## src/rtl/vp_sel_pkg.sv

```systemverilog
package vp_sel_pkg;
  localparam logic [2:0] IT_LOAD   = 3'd0;
  localparam logic [2:0] IT_ALU    = 3'd1;
  localparam logic [2:0] IT_STORE  = 3'd2;
  localparam logic [2:0] IT_MULDIV = 3'd3;

  localparam logic [1:0] MODE_ALL      = 2'd0;
  localparam logic [1:0] MODE_LDOP     = 2'd1;
  localparam logic [1:0] MODE_SPLIT    = 2'd2;
  localparam logic [1:0] MODE_OFF      = 2'd3;

  localparam logic SRC_ADDR = 1'b0;
  localparam logic SRC_OPND = 1'b1;
endpackage

```

## src/rtl/vp_route.sv

```systemverilog
module vp_route
  import vp_sel_pkg::*;
(
  input  logic       clk,
  input  logic       rst_n,
  input  logic [1:0] mode,
  input  logic [2:0] itype,
  output logic       op_elig,
  output logic       ad_elig
);
  logic is_ld, is_alu;

  always_comb begin
    is_ld  = (itype == IT_LOAD);
    is_alu = (itype == IT_ALU);
    op_elig = 1'b0;
    ad_elig = 1'b0;
    case (mode)
      MODE_ALL: begin
        op_elig = is_ld | is_alu;
        ad_elig = is_ld | is_alu;
      end
      MODE_LDOP: begin
        op_elig = is_ld;
        ad_elig = is_ld | is_alu;
      end
      MODE_SPLIT: begin
        op_elig = is_ld;
        ad_elig = is_alu;
      end
      default: begin
        op_elig = 1'b0;
        ad_elig = 1'b0;
      end
    endcase
  end

  // stores, mul/div and other types never become eligible
  a_r7_never_pred: assert property (@(posedge clk) disable iff (!rst_n)
    (itype > IT_ALU) |-> (!op_elig && !ad_elig));
  // mode 3 gates everything
  a_r12_mode_off: assert property (@(posedge clk) disable iff (!rst_n)
    (mode == MODE_OFF) |-> (!op_elig && !ad_elig));
  // in split mode the two components never share a type
  a_r6_split_disjoint: assert property (@(posedge clk) disable iff (!rst_n)
    (mode == MODE_SPLIT) |-> !(op_elig && ad_elig));
endmodule

```

## src/rtl/vp_pick.sv

```systemverilog
module vp_pick
  import vp_sel_pkg::*;
#(
  parameter int DW = 32,
  parameter int CW = 4
)(
  input  logic          clk,
  input  logic          rst_n,
  input  logic          op_ok,
  input  logic [CW-1:0] op_conf,
  input  logic [DW-1:0] op_val,
  input  logic          ad_ok,
  input  logic [CW-1:0] ad_conf,
  input  logic [DW-1:0] ad_val,
  output logic          sel_en,
  output logic          sel_src,
  output logic [DW-1:0] sel_val
);
  logic take_op;

  always_comb begin
    take_op = op_ok && (!ad_ok || (op_conf > ad_conf));
    sel_en  = op_ok | ad_ok;
    sel_src = take_op ? SRC_OPND : SRC_ADDR;
    if (take_op)    sel_val = op_val;
    else if (ad_ok) sel_val = ad_val;
    else            sel_val = '0;
  end

  // a tie goes to the address-keyed component
  a_r9_tie_addr: assert property (@(posedge clk) disable iff (!rst_n)
    (op_ok && ad_ok && (op_conf == ad_conf)) |-> (sel_src == SRC_ADDR && sel_val == ad_val));
  // a weaker component never supplies the value
  a_r8_no_weaker: assert property (@(posedge clk) disable iff (!rst_n)
    (op_ok && ad_ok && (op_conf < ad_conf)) |-> (sel_val == ad_val));
  // nothing qualifies, nothing offered
  a_r10_none: assert property (@(posedge clk) disable iff (!rst_n)
    (!op_ok && !ad_ok) |-> (!sel_en && sel_val == '0));
endmodule

```

## src/rtl/vp_dual_select.sv

```systemverilog
module vp_dual_select
  import vp_sel_pkg::*;
#(
  parameter int DW = 32,
  parameter int AW = 32,
  parameter int CW = 4
)(
  input  logic          clk,
  input  logic          rst_n,
  input  logic [1:0]    cfg_mode,
  input  logic          req_valid,
  output logic          req_ready,
  input  logic [2:0]    req_itype,
  input  logic [AW-1:0] req_pc,
  input  logic [DW-1:0] req_opa,
  input  logic [DW-1:0] req_opb,
  output logic          opx_lookup,
  output logic [DW-1:0] opx_key,
  input  logic          opx_hit,
  input  logic [CW-1:0] opx_conf,
  input  logic [DW-1:0] opx_value,
  output logic          adx_lookup,
  output logic [AW-1:0] adx_pc,
  input  logic          adx_hit,
  input  logic [CW-1:0] adx_conf,
  input  logic [DW-1:0] adx_value,
  output logic          pred_valid,
  input  logic          pred_ready,
  output logic          pred_en,
  output logic [DW-1:0] pred_value,
  output logic          pred_src
);
  logic          op_elig, ad_elig, accept;
  logic          sel_en, sel_src;
  logic [DW-1:0] sel_val;
  logic          pv_q, en_q, src_q;
  logic [DW-1:0] val_q;

  vp_route u_route (
    .clk(clk), .rst_n(rst_n), .mode(cfg_mode), .itype(req_itype),
    .op_elig(op_elig), .ad_elig(ad_elig)
  );

  assign req_ready  = !pv_q || pred_ready;
  assign accept     = req_valid && req_ready;
  assign opx_lookup = accept && op_elig;
  assign adx_lookup = accept && ad_elig;
  assign opx_key    = req_opa ^ req_opb;
  assign adx_pc     = req_pc;

  vp_pick #(.DW(DW), .CW(CW)) u_pick (
    .clk(clk), .rst_n(rst_n),
    .op_ok(opx_lookup && opx_hit), .op_conf(opx_conf), .op_val(opx_value),
    .ad_ok(adx_lookup && adx_hit), .ad_conf(adx_conf), .ad_val(adx_value),
    .sel_en(sel_en), .sel_src(sel_src), .sel_val(sel_val)
  );

  always_ff @(posedge clk) begin
    if (!rst_n) begin
      pv_q  <= 1'b0;
      en_q  <= 1'b0;
      src_q <= SRC_ADDR;
      val_q <= '0;
    end else if (accept) begin
      pv_q  <= 1'b1;
      en_q  <= sel_en;
      src_q <= sel_src;
      val_q <= sel_val;
    end else if (pred_ready) begin
      pv_q  <= 1'b0;
    end
  end

  assign pred_valid = pv_q;
  assign pred_en    = en_q;
  assign pred_src   = src_q;
  assign pred_value = val_q;

  // one cycle from acceptance to result
  a_r2_latency: assert property (@(posedge clk) disable iff (!rst_n)
    (req_valid && req_ready) |=> pred_valid);
  // a stalled result does not move
  a_r2_hold: assert property (@(posedge clk) disable iff (!rst_n)
    (pred_valid && !pred_ready) |=> (pred_valid && $stable(pred_value) &&
                                     $stable(pred_en) && $stable(pred_src)));
  // no new request while the output is blocked
  a_r11_stall: assert property (@(posedge clk) disable iff (!rst_n)
    (pred_valid && !pred_ready) |-> !req_ready);
  // strobes only with a live request
  a_r3_strobe: assert property (@(posedge clk) disable iff (!rst_n)
    (opx_lookup || adx_lookup) |-> req_valid);
endmodule

```

## config.mk

```make
export PLATFORM = sky130hd
export DESIGN_NAME = vp_dual_select
export DESIGN_NICKNAME = d
export VERILOG_FILES = /design/src/rtl/vp_sel_pkg.sv /design/src/rtl/vp_route.sv /design/src/rtl/vp_pick.sv /design/src/rtl/vp_dual_select.sv
export SDC_FILE = /design/constraint.sdc
export NUM_CORES = 1
export LEC_CHECK = 0
export ABC_CLOCK_PERIOD_IN_PS = 4650
export BUFFER_PORTS_ARGS = -buffer_cell sky130_fd_sc_hd__buf_4
export CORE_AREA = 2 2 110 112
export DETAILED_ROUTE_END_ITERATION = 6
export DIE_AREA = 0 0 112 114
export PLACE_DENSITY_LB_ADDON = 0.08
export SYNTH_ARGS = -nofsm -noshare
export SYNTH_HDL_FRONTEND = slang
export SYNTH_SLANG_ARGS = --single-unit
```

## constraint.sdc

```tcl
create_clock -name clk -period 4.65 [get_ports clk]
set_input_delay 0.2325 -clock clk [delete_from_list [all_inputs] [get_ports clk]]
set_output_delay 0.2325 -clock clk [all_outputs]
set_load 0.01 [all_outputs]
```

==> impl_metrics.json <==
{
  "ir_worst_vdd_v": 0.000120,
  "drt_iter0_drc": 58,
  "first_pass_iters": 4,
  "use_met3_pct": 3.51,
  "reg2reg_depth": 6,
  "setup_viol": 0,
  "netlist.area_leader.share_pct": 31.7,
  "synth_edf_count": 0,
  "ios": 281,
  "synthArstFlopShare_pct": 0,
  "report.final.slew_viol_count": 0,
  "num-fill-cells": 1237,
  "post_cts_buffers": 0,
  "fin_crit_ns": 2.08,
  "r2r_start": "pred_valid",
  "syn_to_final_growth_pct": 74.7,
  "max_freq_mhz": 481,
  "ant_nets": 0,
  "synth-seq-area-share_pct": 31.7,
  "p_leak_uw": 0.00188,
  "required_ns": 4.81,
  "final_cell_area_um2": 3870,
  "cts_made_buffers": 5,
  "row_count": 40,
  "die_w_um": 112,
  "startpoint_type": "primary input",
  "htreeDepth": 2,
  "path_delay_family": "simple AND/OR/NAND/NOR gates",
  "max_stage_delay_ns": 0.49,
  "crit_buf_inv": 3,
  "cpMaxStageDelayCell": "nand3_1",
  "power_density_nw_per_um2": 225,
  "grt_pass1_wl_um": 11400,
  "synth_area_leader_cell": "dfxtp_1",
  "status": "completed",
  "viasPerCell": 4.20,
  "syn_area_um2": 2210,
  "initial_core_util_pct": 18.9,
  "vias": 2311,
  "skew_ns": 0.00185,
  "coreArea_um2": 11700,
  "grtUsageTotal_pct": 11.2,
  "fin_nets": 589,
  "cts_tree": "done",
  "syn_inst": 222,
  "fin_crit_sh_pct": 44.7,
  "min_from": "adx_value[6]",
  "die_h_um": 114,
  "final.setup.tns_ns": 0,
  "max_slew_margin_pct": 37.4,
  "instances_no_fill": 550,
  "busiest_layer": "met2",
  "worstSetupPathType": "in -> reg",
  "use_met1_pct": 13.3,
  "cts.sinks": 35,
  "grt-ovfl-total": 0,
  "synthDistinctLibCells": 27,
  "portBuffers": 216,
  "drive_above_1_share_pct": 57.6,
  "worst-path-max-fanout": 18,
  "avgSynthCellArea_um2": 9.97,
  "mostFrequentLayoutCells": "buf_4 (218), dfxtp_1 (35), xor2_1 (32), nor3b_1 (32), a221o_1 (32)",
  "antenna_cells": 0,
  "holdWs_ns": 0.179,
  "cts_buffer_depth": 2,
  "grt_max_degree": 34,
  "synth_area_leaders": "dfxtp_1 (32%), a221o_1 (14%), xor2_1 (13%)",
  "hold_path.class": "in -> reg",
  "seqCellArea_um2": 701,
  "rsz0062_at_grt": "false",
  "cp_data_arrival_time_ns": 2.24,
  "dp_hpwl_um": 5860,
  "holdPathStages": 2,
  "cts_resized": 0,
  "synth_fp_nets": 409,
  "reg2reg_slack_ns": 2.59,
  "holdPathEnd": "pred_value[6]",
  "die_area_um2": 12800,
  "crit_path_end_kind": "flip-flop",
  "gr-usage-met2_pct": 19.6,
  "synth_seq_cells": 35,
  "routed_wl_um": 7620,
  "crit_path_frequent_cell": "buf_4",
  "cts.clk_slew.worst_paths_ns": 0.06,
  "path_cells": "buf_4 > inv_1 > ha_1 > nor2b_1 > o21a_1 > nand3_1 > buf_4 > nor3b_1 > a221o_1",
  "drv_cap": 0,
  "ys.flop_type": "dfxtp_1",
  "place_inst": 542,
  "synth_warnings": 0,
  "placed_area_um2": 3730,
  "r2r-end": "pred_value[3]",
  "antenna_found_initial": 0,
  "detail_route.wl_per_cell_um": 13.9,
  "gp_congestion": 0.665,
  "tightest_slew_ns": 0.937,
  "drc": 0,
  "root_buffer": "clkbuf_16",
  "multi_input_area_um2": 1170,
  "holdBufCountCts": 0,
  "grt_pass1_vias": 2289,
  "layout_commonest_cell": "buf_4",
  "hold_viol_final": 0,
  "worstSkewPairLatency_ns": 0.27
}
## area by class of cell
cell class | instances | share of cell area [%]
timing repair buffer | 218 | 42.3
sequential | 35 | 18.1
multi-input combinational | 134 | 30.4
tap | 147 | 4.76
clock buffer | 6 | 3.33
inverter | 8 | 0.776
clock inverter | 2 | 0.324
## worst max path at each step
stage | endpoint | cells after the start | startpoint | slack [ns]
finish | pred_value[3] | 9 | cfg_mode[0] | 2.57
global route | pred_value[28] | 9 | cfg_mode[0] | 2.30
CTS | pred_value[4] | 9 | cfg_mode[0] | 2.55
detailed placement | pred_value[3] | 9 | cfg_mode[0] | 2.27
global placement | pred_value[6] | 9 | cfg_mode[0] | 2.29
floorplan | pred_value[0] | 8 | cfg_mode[0] | 2.96
## cells by family (layout without fill, tap and decap cells)
group	count (synthesis)	after routing	share of synthesized area [%]
adders and majority gates	8	8	4.52
xor gates and xnor gates	32	32	12.7
buffers and inverters	53	234	16.1
AOI/OAI and AO/OA	43	43	18.3
DFF	35	35	31.7
and+or+nand+nor	51	51	16.8
## routing by layer
layer  vias up  wire, um
met5         -         0
met4         0       109
met3        16       749
met2       131      3720
met1      1025      3040
li1       1139         -
## report_power, final
group / internal, uW / total, uW / switching [uW]
clock network: 198 / 325 / 128
registers: 305 / 307 / 2.95
logic: 147 / 238 / 91.0
## Yosys cell counts (2+ instances only)
master    number
nor2b_1        2
buf_6          4
clkbuf_1       3
nand3_1        2
nor2_1         4
dfxtp_1       35
nor3_4         2
nand3b_1       2
buf_2          6
xor2_1        32
ha_1           8
inv_1          8
a221o_1       32
nand2_1        4
a21oi_1        4
buf_4         32
nor3b_1       32
## registers in the layout, indices dropped and copies added (netlist names)
register and count:
pred_src 1, pred_valid 1, pred_value 32, pred_en 1
## per-stage QoR
stage | total power (uW) | utilization (%) | setup WS, ns
global placement | 554 | 31.8 | 2.29
floorplan | 421 | - | 2.96
global route | 917 | 33.0 | 2.30
finish | 870 | 33.0 | 2.57
detailed placement | 555 | 31.8 | 2.27
CTS | 890 | 33.0 | 2.55
(Power assumes the default switching activity.)
